==> config.mk <==
export PLATFORM = sky130hd
export DESIGN_NAME = imp_upd_sched
export DESIGN_NICKNAME = d
export VERILOG_FILES = /design/src/rtl/imp_sched_pkg.sv /design/src/rtl/imp_win_div.sv /design/src/rtl/imp_code_reg.sv /design/src/rtl/imp_settle_cnt.sv /design/src/rtl/imp_upd_sched.sv
export SDC_FILE = /design/constraint.sdc
export NUM_CORES = 1
export LEC_CHECK = 0
export ABC_AREA = 0
export BUFFER_PORTS_ARGS = -buffer_cell sky130_fd_sc_hd__buf_2
export CAP_MARGIN = 20
export CORE_UTILIZATION = 35
export CTS_CLUSTER_SIZE = 16
export DETAILED_ROUTE_END_ITERATION = 10
export HOLD_SLACK_MARGIN = 0.05
export PLACE_DENSITY_LB_ADDON = 0.12
export SETUP_SLACK_MARGIN = 0.15
export SYNTH_ARGS = -nofsm -noshare
export SYNTH_HDL_FRONTEND = slang
export SYNTH_SLANG_ARGS = --single-unit
==> constraint.sdc <==
create_clock -name clk -period 2 [get_ports clk]
set_input_delay 0.4 -clock clk [delete_from_list [all_inputs] [get_ports clk]]
set_output_delay 0.4 -clock clk [all_outputs]
set_load 0.02 [all_outputs]
==> src/rtl/imp_sched_pkg.sv <==
package imp_sched_pkg;

  typedef enum logic {
    CYC_DRIVE = 1'b0,
    CYC_QUIET = 1'b1
  } cyc_kind_e;

  // mid-range default code for a given code width
  function automatic int unsigned mid_code(input int unsigned w);
    return 32'd1 << (w - 1);
  endfunction

endpackage

==> src/rtl/imp_win_div.sv <==
module imp_win_div #(
  parameter int unsigned WIN_CYC = 32
) (
  input  logic clk,
  input  logic rst,
  output logic wrap
);
  localparam int unsigned CW = (WIN_CYC > 1) ? $clog2(WIN_CYC) : 1;
  localparam logic [CW-1:0] LAST = CW'(WIN_CYC - 1);

  logic [CW-1:0] cnt;

  always_ff @(posedge clk) begin
    if (rst)              cnt <= '0;
    else if (cnt == LAST) cnt <= '0;
    else                  cnt <= cnt + 1'b1;
  end

  assign wrap = (cnt == LAST);
endmodule

==> src/rtl/imp_code_reg.sv <==
module imp_code_reg
  import imp_sched_pkg::*;
#(
  parameter int unsigned CODE_W = 6
) (
  input  logic              clk,
  input  logic              rst,
  input  logic              wrap,
  input  cyc_kind_e         kind,
  input  logic [CODE_W-1:0] cand,
  output logic [CODE_W-1:0] code_q,
  output logic              stb_q
);
  localparam logic [CODE_W-1:0] DEF_CODE = CODE_W'(mid_code(CODE_W));

  logic pend_q;
  logic xfer;

  assign xfer = pend_q && (kind == CYC_QUIET);

  always_ff @(posedge clk) begin
    if (rst) begin
      pend_q <= 1'b0;
      code_q <= DEF_CODE;
      stb_q  <= 1'b0;
    end else begin
      stb_q <= xfer;
      if (xfer) code_q <= cand;
      if (wrap)      pend_q <= 1'b1;
      else if (xfer) pend_q <= 1'b0;
    end
  end
endmodule

==> src/rtl/imp_settle_cnt.sv <==
module imp_settle_cnt
  import imp_sched_pkg::*;
#(
  parameter int unsigned SETTLE_CYC = 1024
) (
  input  logic      clk,
  input  logic      rst,
  input  cyc_kind_e kind,
  output logic      done_q
);
  generate
    if (SETTLE_CYC == 0) begin : g_none
      always_ff @(posedge clk) begin
        if (rst) done_q <= 1'b0;
        else     done_q <= 1'b1;
      end
    end else begin : g_cnt
      localparam int unsigned SW = $clog2(SETTLE_CYC + 1);
      localparam logic [SW-1:0] LAST = SW'(SETTLE_CYC - 1);
      logic [SW-1:0] cnt;

      always_ff @(posedge clk) begin
        if (rst) begin
          cnt    <= '0;
          done_q <= 1'b0;
        end else if (kind == CYC_QUIET && !done_q) begin
          cnt <= cnt + 1'b1;
          if (cnt == LAST) done_q <= 1'b1;
        end
      end
    end
  endgenerate
endmodule

==> src/rtl/imp_upd_sched.sv <==
module imp_upd_sched
  import imp_sched_pkg::*;
#(
  parameter int unsigned CODE_W     = 6,
  parameter int unsigned WIN_CYC    = 32,
  parameter int unsigned SETTLE_CYC = 1024
) (
  input  logic              clk,
  input  logic              rst,
  input  logic              desel,
  input  logic              oe_n,
  input  logic [CODE_W-1:0] cand_code,
  output logic [CODE_W-1:0] act_code,
  output logic              upd_stb,
  output logic              calib_done
);
  cyc_kind_e kind;
  logic      wrap;

  assign kind = (desel || oe_n) ? CYC_QUIET : CYC_DRIVE;

  imp_win_div #(.WIN_CYC(WIN_CYC)) u_div (
    .clk  (clk),
    .rst  (rst),
    .wrap (wrap)
  );

  imp_code_reg #(.CODE_W(CODE_W)) u_code (
    .clk    (clk),
    .rst    (rst),
    .wrap   (wrap),
    .kind   (kind),
    .cand   (cand_code),
    .code_q (act_code),
    .stb_q  (upd_stb)
  );

  imp_settle_cnt #(.SETTLE_CYC(SETTLE_CYC)) u_settle (
    .clk    (clk),
    .rst    (rst),
    .kind   (kind),
    .done_q (calib_done)
  );
endmodule

# Word-level counts from Yosys, hierarchy flattened
# Index checks and enable logic that the tools add are counted.
dict set report word_totals {
  latch_bits 0
  n_memories 0
  ram_bits 0
  input_bits 10
  out_inout_bits 8
  elab_cells 20
  romBits 0
  ff_bits 25
}
dict set report classes {
  mux 3
  shifts 0
  n_div 0
  reduce_logical 7
  n_lt_le_gt_ge 0
  eq_ne 2
  n_bitwise 0
  n_mul 0
  n_addsub 2
}
# cell n
set ops {}
lappend ops {{adder 11 x 1 -> 11 bit, second input constant} 1}
lappend ops {{== test 11 x 10 -> 1 bit, second input constant} 1}
lappend ops {{adder 5 x 1 -> 5 bit, second input constant} 1}
lappend ops {{== test 5 bit, second input constant} 1}
lappend ops {{two-way mux 1 bit} 3}
lappend ops {{logical AND 1 bit} 2}
lappend ops {{AND reduction 2 bit} 1}
lappend ops {{nonzero test 2 bit} 1}
lappend ops {{OR reduction 2 bit} 1}
lappend ops {{zero test 1 bit} 1}
lappend ops {{logical OR 1 bit} 1}

# Logic depth before layout (Yosys ltp)
# Gate-level depths: netlist of the first run.
dict set report logic_depth {
  ltp_word 5
  mapped_depth 5
  ltp_nobuf 5
}

# Hierarchy
# From an unflattened synthesis of the first run, not the netlist that was laid out.
dict set report unflattened {
  cells_unflattened 110
  area_unflattened_um2 1112.3
}
# mod cells_per_inst n_inst area_per_inst_um2 seq_area_each_um2
set modules_own_cells {}
lappend modules_own_cells {imp_settle_cnt 59 1 558.0 240.2}
lappend modules_own_cells {imp_code_reg 33 1 344.1 160.2}
lappend modules_own_cells {imp_win_div 17 1 203.9 100.1}
lappend modules_own_cells {imp_upd_sched 1 1 6.3 0.0}

# Worst setup path before layout of the first run
# Ideal clock, no wire load.
dict set report synth_timing {
  path_kind {register to register}
  startpoint {register u_settle.done_q}
  endpoint {register u_settle.done_q}
  slack_ns 0.355
  stages_incl_launch_ff 5
  arrival_ns 1.571
  period_less_slack_ns 1.645
  t_required_ns 1.926
  setup_ns 0.074
  path_buffers 0
  path_cell_list {dfxtp_1 -> o21bai_2 -> or3_4 -> or4_1 -> o21ai_0}
}
dict set report synth_between {
  elab_chain_len 3
}
# item line
set synth_rtl {}
lappend synth_rtl {{start, declared} imp_settle_cnt.sv:9} ;# output logic done_q
lappend synth_rtl {{start signal, assigned} imp_settle_cnt.sv:25} ;# done_q <= 1'b0;
lappend synth_rtl {{start signal, assigned} imp_settle_cnt.sv:28} ;# if (cnt == LAST) done_q <= 1'b1;
lappend synth_rtl {{zero test 1 bit} imp_settle_cnt.sv:26} ;# end else if (kind == CYC_QUIET && !done_q) begin
lappend synth_rtl {{logical AND 1 bit} imp_settle_cnt.sv:26}
lappend synth_rtl {{AND reduction 2 bit (no source line)} --}
# Every way passes these cells.
# A chain may end at the register's enable or synchronous reset.

# Worst setup path in the final report of the first run
dict set report layout_timing {
  startpoint {register u_settle.g_cnt.cnt[0]}
  endpoint {register u_settle.done_q}
}
dict set report layout_between {
  elab_chain_len 2
}
# item line
set layout_rtl {}
lappend layout_rtl {{start, declared} imp_settle_cnt.sv:20} ;# logic [SW-1:0] cnt;
lappend layout_rtl {{start signal, assigned} imp_settle_cnt.sv:27} ;# cnt <= cnt + 1'b1;
lappend layout_rtl {{== test 11 x 10 -> 1 bit} imp_settle_cnt.sv:28}
lappend layout_rtl {{AND reduction 2 bit (no source line)} --}
# Every way passes these cells.

==> results of run 1 <==
## area by class of cell
class                      instances  area, µm²
clock buffer                       3       22.5
timing repair buffer              18       92.6
tap                               30       37.5
multi-input combinational         72        457
inverter                           4       15.0
clock inverter                     1       5.00
sequential                        25        500
fill                             269       1440
## registers in the layout (all words and copies together), names as in the netlist
register and flops:
u_div.cnt 5, u_settle.g_cnt.cnt 11, u_code.pend_q 1, u_code.stb_q 1, u_code.code_q 6, u_settle.done_q 1
## where the power goes
| group | switching, mW | internal, mW | leakage, nW |
|---|---|---|---|
| Combinational | 0.0248 | 0.0212 | 0.268 |
| Clock | 0.146 | 0.0748 | 0.0177 |
| Sequential | 0.00873 | 0.509 | 0.203 |
## routing by layer
layer	routed length, µm	GRT usage [%]	vias to the layer above
met5	0	0	-
met4	0	2.50	0
met3	63	4.92	0
met2	734	17.5	10
met1	831	16.6	329
li1	-	-	395
## synthesized netlist by cell type, drive strengths merged, types with 2 or more instances
cell / n
nor3: 4
nor3b: 2
nand3: 4
nand4: 3
or3: 2
clkbuf: 3
inv: 4
o21ai: 4
dfxtp: 25
a21oi: 3
xor2: 2
ha: 3
nor2: 18
nor4: 3
nand2: 5
mux2i: 5
xnor2: 8
## kinds of logic (layout without fill, tap and decap cells)
family	count (synthesis)	in the layout	share of synthesized area (%)
adders and majority gates	3	3	3.82
xor gates and xnor gates	10	10	8.91
DFF	25	25	50.9
muxes	5	5	5.09
AOI/OAI and AO/OA	10	10	6.61
buffers and inverters	7	26	2.67
and+or+nand+nor	44	44	22.0
## critical path, delay by kind of cell, from the launching register on
family	cells	cell delay [ns]
adders and majority gates	1	0.19
and+or+nand+nor	2	0.89
buffers and inverters	1	0.07
DFF	1	0.39
AOI/OAI and AO/OA	1	0.08
## through the flow
step	utilization, %	instances
4_1_cts	44.0	153
6_report	44.0	153
3_3_place_gp	42.9	149
3_5_place_dp	42.9	149
2_1_floorplan	-	104
5_1_grt	44.0	153
## worst min-delay path by stage
stage / depth (start not counted) / endpoint
finish: 3 / u_code.code_q[2]
global route: 3 / u_code.code_q[4]
CTS: 3 / u_code.code_q[3]
detailed placement: 1 / u_div.cnt[0]
floorplan: 1 / u_div.cnt[0]
global placement: 1 / u_code.code_q[5]
==> out/results.txt, run 1 <==
Final Routed Wirelength: 1630 µm
initial antenna violation count: 0
Tcrit/Tclk final: 84.7%
Netlist Area Pre-Place: 983 µm²
Root Driver: clkbuf_4
overall routing resource usage: 12.0%
Initial Utilization: 38.3%
end of the critical path: u_settle.done_q
most frequent cells in the layout: 25 x dfxtp_1, 18 x nor2_1, 17 x buf_2
commonest non-fill, non-tap cell in the layout: dfxtp_1
vias: 734
final layout net count: 137
Post-route DRC: 0
Worst R2R End: u_settle.done_q
setup_tns: 0 ns
Synth Flop Type: dfxtp_1
Yosys top cell area share: 50.9%
CTS resizes: 0
final number of max-transition violations: 0
CP Capture Type: register
hold path start: cand_code[2]
Min-Delay Path Class: input pin to register
# setup viols final: 0
Final Wtd Congestion: 0.693
PwrDens: 694 nW/µm²
die width: 55.0 µm
Die H: 55.0 µm
CTS max path bufs: 2
Clock Latency Late Sink: 0.31 ns
Area Overhead vs Synth: 14.9%
CP max stage delay: 0.49 ns
outcome: complete, no violations
Rel. slew slack: 70.3%
Die Area: 3030 µm²
wire per inst: 10.6 µm
share of cells above drive strength 1: 20.3%
synthesized netlist net count: 117
Placeable Area: 2570 µm²
# H-tree levels: 1
Synthesis Warnings: 0
CP startpoint: u_settle.g_cnt.cnt[0]
postcts setup bufs: 0
Rows: 18
Post-Syn Instances: 104
RSZ-0062 raised after global routing: no
CP Max Fanout: 3
Final WS setup: 0.307 ns
pre-CTS WS: 0.270 ns
Sink Count: 25
Reg clk slew, reported paths: 0.13 ns
post-route minimum period: 1.69 ns
syn avg cell area: 9.46 µm²
number of antenna cells inserted: 0
Crit-path slowest cell: or4_1
reg2reg start: u_settle.g_cnt.cnt[0]
I/O Pins: 18
worst endpoint required time: 2.25 ns
Arr. time, crit path: 1.95 ns
number of enable flip-flop cells after synthesis: 0
Fmax: 0.591 GHz
final hold viol count: 0
I/O Buffers: 17
kind of critical path: register to register
worst-margin pin slew: 0.445 ns
asr flop ratio synth: 0%
Peak VDD IR: 479 µV
post-synth cell types: 25
clk_skew: 0.000790 ns
sequential share of the synthesized area: 50.9%
# hold bufs at CTS: 0
startpoint types: register
synthesized flop and latch total: 25
HPWL Detailed: 1210 µm
drt pass-1 iters: 4
vias in the first global route: 619
number of max-cap violations: 0
setup slack, reg-to-reg: 0.31 ns
top cells by area, synth: dfxtp_1 51%, xnor2_1 7.1%, nor2_1 6.9%
Worst R2R Path Depth: 5
total congestion overflow: 0
Iteration-0 DRC Markers: 9
mean number of vias per cell: 4.80
Cell Chain, Critical Path: ha_1, inv_1, or3_4, or4_1, o21ai_0
final hold slack: 0.306 ns
Pwr Total: 0.785 mW
CTS tree: done
CTS buffer count: 3
first-pass GRT wire length: 2550 µm
design area: 1130 µm²
pin count of the biggest net entering global routing: 27
area leader, netlist: dfxtp_1
P_leak: 0.489 nW
Final ANT Viol Nets: 0
Placement Cell Area: 1100 µm²
No activity file was read; power rests on OpenSTA's default activity.
==> run 2, diff against run 1 <==
clock period = 1.77 ns   (was 2 ns; I/O delays follow)
==> run 2 against run 1 <==
Count of clock-buffer cells in the layout is the same. Critical path depth shrank 1. Setup slack lost 0.13 ns. Routed wire length grew 9.3%. Die area is the same. Largest cell class unchanged. Largest power group unchanged.
==> out/results.txt, run 2 (same netlist as run 1, synthesis figures left out) <==
CTS max path bufs: 2 (unchanged)
CP Capture Type: register
pin count of the biggest net entering global routing: 27 (unchanged)
HPWL Detailed: 1210 µm (about the same)
commonest non-fill, non-tap cell in the layout: dfxtp_1
RSZ-0062 raised after global routing: no
startpoint types: register
Die Area: 3030 µm² (unchanged)
Placement Cell Area: 1110 µm² (+0.68%)
setup_tns: 0 ns (unchanged)
Rows: 18 (unchanged)
initial antenna violation count: 0 (unchanged)
P_leak: 0.503 nW (+3.0%)
kind of critical path: register to register
I/O Buffers: 17 (unchanged)
Iteration-0 DRC Markers: 15 (+6)
CTS buffer count: 3 (unchanged)
clk_skew: 0.00883 ns (+0.00804 ns)
Tcrit/Tclk final: 89.7% (+5.1 points)
final hold viol count: 0 (unchanged)
Sink Count: 25 (unchanged)
Root Driver: clkbuf_4
vias: 763 (+4.0%)
worst endpoint required time: 2.04 ns (-0.21 ns)
die width: 55.0 µm (unchanged)
Arr. time, crit path: 1.86 ns (-0.09 ns)
Clock Latency Late Sink: 0.33 ns (+0.02 ns)
drt pass-1 iters: 4 (unchanged)
first-pass GRT wire length: 2860 µm (+12%)
Die H: 55.0 µm (unchanged)
I/O Pins: 18 (unchanged)
wire per inst: 11.4 µm (+7.2%)
# setup viols final: 0 (unchanged)
Rel. slew slack: 68.3% (-2.0 points)
CTS tree: done
mean number of vias per cell: 4.89 (+2.0%)
Post-route DRC: 0 (unchanged)
outcome: complete, no violations
number of antenna cells inserted: 0 (unchanged)
# H-tree levels: 1 (unchanged)
worst-margin pin slew: 0.476 ns (+0.0307 ns)
PwrDens: 777 nW/µm² (+12%)
vias in the first global route: 675 (+9.0%)
Reg clk slew, reported paths: 0.15 ns (+0.02 ns)
Final Wtd Congestion: 0.740 (+6.9%)
final layout net count: 140 (+2.2%)
design area: 1190 µm² (+5.1%)
Final Routed Wirelength: 1780 µm (+9.3%)
Regs by FF count: u_settle.g_cnt.cnt (11), u_code.code_q (6), u_div.cnt (5)
number of max-cap violations: 0 (unchanged)
Placeable Area: 2570 µm² (unchanged)
Fmax: 0.630 GHz (+6.6%)
final number of max-transition violations: 0 (unchanged)
# hold bufs at CTS: 0 (unchanged)
Largest Register: u_settle.g_cnt.cnt
share of cells above drive strength 1: 28.6% (+8.2 points)
total congestion overflow: 0 (unchanged)
post-route minimum period: 1.59 ns (-0.105 ns)
Min-Delay Path Class: input pin to register
Area Overhead vs Synth: 20.7%
CP Max Fanout: 9 (+6)
max FFs per register: 11 (unchanged)
Initial Utilization: 38.3% (unchanged)
Peak VDD IR: 667 µV (+39%)
Final ANT Viol Nets: 0 (unchanged)
overall routing resource usage: 14.2% (+2.2 points)
most frequent cells in the layout: 21 x dfxtp_1, 18 x nor2_1, 17 x buf_2
run 2: layout make-up:
type | count | area (µm²)
inverter | 4 | 15.0
tap | 30 | 37.5
multi-input combinational | 72 | 484
fill | 268 | 1380
timing repair buffer | 21 | 115
sequential | 25 | 505
clock buffer | 3 | 22.5
clock inverter | 1 | 7.51
run 2: worst paths after layout:
path | startpoint | endpoint | slack, ns | cells past startpoint
hold / removal | cand_code[3] | u_code.code_q[3] | 0.25 | 3
hold reg to reg | u_div.cnt[0] | u_div.cnt[0] | 0.47 | 1
setup / recovery | u_settle.done_q | u_settle.done_q | 0.18 | 4
setup reg to reg | u_settle.done_q | u_settle.done_q | 0.18 | 4
run 2: stage by stage:
| step | power, mW | utilization (%) | setup WS (ns) | instances | hold WS, ns |
|---|---|---|---|---|---|
| finish | 0.923 | 46.2 | 0.182 | 156 | 0.251 |
| floorplan | 0.632 | - | 0.173 | 104 | 0.428 |
| CTS | 0.927 | 45.4 | 0.166 | 155 | 0.238 |
| detailed placement | 0.652 | 43.2 | 0.0990 | 149 | 0.455 |
| global route | 0.972 | 46.2 | 0.141 | 156 | 0.227 |
| global placement | 0.650 | 43.2 | 0.150 | 149 | 0.440 |
run 2: critical path: stages, from the launching register on:
cell      delay (ns)
dfxtp_2         0.36
o21bai_4        0.20
or3_4           0.39
or4_4           0.50
o21ai_2         0.07
run 2: metal layers:
metal	up-vias	routed length, µm	GRT usage (%)
met1	351	878	16.3
met3	4	78	5.74
met4	0	38	7.50
met2	12	784	22.5
met5	-	0	0
li1	396	-	-
run 2: where the power goes:
part,switching [mW],total [mW],internal (mW),leakage [nW]
Combinational,0.0326,0.0660,0.0334,0.285
Clock,0.182,0.269,0.0865,0.0139
Sequential,0.0111,0.588,0.577,0.204
Total,0.226,0.923,0.697,0.503
run 2: what timing repair did:
item	in CTS	in global routing
setup buffers	2	1
setup endpoints to repair	2	2
pin swaps	0	1
endpoints found under the hold margin	0	0
gates resized for setup	5	5
==> run 3, diff against run 2 <==
CAP_MARGIN = default   (was 20)
RECOVER_POWER = 100   (was default)
==> run 3 against run 2 <==
Maximum frequency decreased by 0.57%. Clock skew is 0.0021 ns lower. Final cell count unchanged. Die area unchanged. Routed wire length down 1.2%. Power fell by 1.1%. Sequential power barely moved. Hold slack gained 0.0038 ns. Critical endpoint unchanged. Largest cell class unchanged. Highest routed layer unchanged.
==> out/results.txt, run 3 (same netlist as run 1, synthesis figures left out) <==
outcome: complete, no violations
delay-heaviest family, CP: simple AND/OR/NAND/NOR gates
Die Area: 3030 µm² (unchanged)
Fmax: 0.626 GHz (-0.57%)
# H-tree levels: 1 (unchanged)
P_leak: 0.470 nW (-6.5%)
RSZ-0062 raised after global routing: no
CP bufs+invs: 1 (+1)
CP max stage delay: 0.50 ns (about the same)
Most Crowded Layer GR: met2
CTS max path bufs: 2 (unchanged)
startpoint types: register
dpl cells: 149 (unchanged)
pin count of the biggest net entering global routing: 27 (unchanged)
Final Wtd Congestion: 0.740 (unchanged)
vias in the first global route: 675 (unchanged)
Area Overhead vs Synth: 17.8%
final number of max-transition violations: 0 (unchanged)
wire per inst: 11.3 µm (-1.2%)
Rel. slew slack: 67.2% (-1.1 points)
reg2reg start: u_settle.g_cnt.cnt[1]
Min-Delay Path Class: input pin to register
I/O Pins: 18 (unchanged)
Final ANT Viol Nets: 0 (unchanged)
CP startpoint: u_settle.g_cnt.cnt[1]
Peak VDD IR: 663 µV (-0.53%)
Clock Latency Late Sink: 0.32 ns (about the same)
pre-CTS WS: 0.0990 ns (unchanged)
most frequent cells in the layout: 23 x dfxtp_1, 18 x nor2_1, 9 x buf_2, 9 x clkbuf_1, 8 x xnor2_1
vias: 764 (+0.13%)
total congestion overflow: 0 (unchanged)
die width: 55.0 µm (unchanged)
fill cell count: 272 (+1.5%)
Regs by FF count: u_settle.g_cnt.cnt (11), u_code.code_q (6), u_div.cnt (5)
clk_skew: 0.00672 ns (-0.00210 ns)
met2 Use GR: 22.5% (unchanged)
first-pass GRT wire length: 2860 µm (unchanged)
Die H: 55.0 µm (unchanged)
mean number of vias per cell: 4.90 (+0.13%)
met1 Resource Use GR: 16.3% (unchanged)
post-route minimum period: 1.60 ns (+0.00915 ns)
Post-route DRC: 0 (unchanged)
Final Routed Wirelength: 1760 µm (-1.2%)
Crit-path slowest cell: or4_4
Cell Chain, Critical Path: ha_1, inv_2, or3_4, or4_4, o21ai_2
HPWL Detailed: 1210 µm (unchanged)
setup_tns: 0 ns (unchanged)
CTS tree: done
PwrDens: 788 nW/µm² (+1.3%)
Initial Utilization: 38.3% (unchanged)
Iteration-0 DRC Markers: 7 (-8)
CTS buffer count: 3 (unchanged)
max FFs per register: 11 (unchanged)
worst endpoint required time: 2.04 ns (about the same)
Placeable Area: 2570 µm² (unchanged)
share of cells above drive strength 1: 18.3% (-10 points)
kind of critical path: register to register
overall routing resource usage: 14.2% (unchanged)
area of the multi-input gates: 472 µm² (-2.6%)
final hold viol count: 0 (unchanged)
CP Max Fanout: 3 (-6)
final layout net count: 140 (unchanged)
hold path start: cand_code[3]
fin util: 45.1% (-1.1 points)
Sink Count: 25 (unchanged)
initial antenna violation count: 0 (unchanged)
number of antenna cells inserted: 0 (unchanged)
# hold bufs at CTS: 0 (unchanged)
Tcrit/Tclk final: 90.3% (+0.52 points)
Root Driver: clkbuf_4
Rows: 18 (unchanged)
number of max-cap violations: 0 (unchanged)
final std cells w/o fill: 156 (unchanged)
met3 Use GR: 5.74% (unchanged)
commonest non-fill, non-tap cell in the layout: dfxtp_1
# setup viols final: 0 (unchanged)
I/O Buffers: 17 (unchanged)
drt pass-1 iters: 4 (unchanged)
Largest Register: u_settle.g_cnt.cnt
Final WS setup: 0.173 ns (-0.00915 ns)
CP Capture Type: register
worst-margin pin slew: 0.492 ns (+0.0165 ns)
Pwr Total: 0.913 mW (-1.1%)
sequential standard cell area: 503 µm² (-0.50%)
Reg clk slew, reported paths: 0.14 ns (about the same)
Arr. time, crit path: 1.87 ns (about the same)
run 3: final timing paths:
| kind | endpoint | slack, ns | depth (start not counted) |
|---|---|---|---|
| worst max-delay path | u_settle.done_q | 0.17 | 5 |
| worst min-delay path | u_code.code_q[3] | 0.25 | 3 |
| worst max register to register | u_settle.done_q | 0.17 | 5 |
| worst min register to register | u_div.cnt[0] | 0.47 | 1 |
run 3: timing repair:
| item | in CTS | in global routing |
|---|---|---|
| setup endpoints to repair | 2 | 2 |
| pin swaps | 0 | 1 |
| resized for setup | 5 | 5 |
| endpoints found under the hold margin | 0 | 0 |
| setup buffers | 2 | 1 |
run 3: layout make-up:
type	instances	area share [%]
Inverter	4	1.30
Timing Repair Buffer	21	8.75
Clock inverter	1	0.648
Clock buffer	3	1.94
Tap cell	30	3.24
Multi-Input combinational cell	72	40.7
Sequential cell	25	43.4
run 3: power by group:
part	internal (mW)	total (mW)	switching (mW)
sequential	0.576	0.585	0.00840
clock	0.0864	0.265	0.179
combinational	0.0308	0.0629	0.0321
run 3: layer usage:
layer | share of wire (%) | vias up
met5 | 0 | -
met4 | 2.1 | 0
met3 | 4.7 | 4
met2 | 46 | 16
met1 | 47 | 346
li1 | - | 398
run 3: per-stage QoR:
stage	cell area [µm²]	hold slack (ns)
floorplan	991	0.428
global placement	1110	0.440
detailed placement	1110	0.455
CTS	1160	0.238
global route	1160	0.227
finish	1160	0.254
run 3: worst min-delay path, stage by stage:
cell	delay, ns
buf_2	0.07
mux2i_1	0.05
nor2_1	0.07
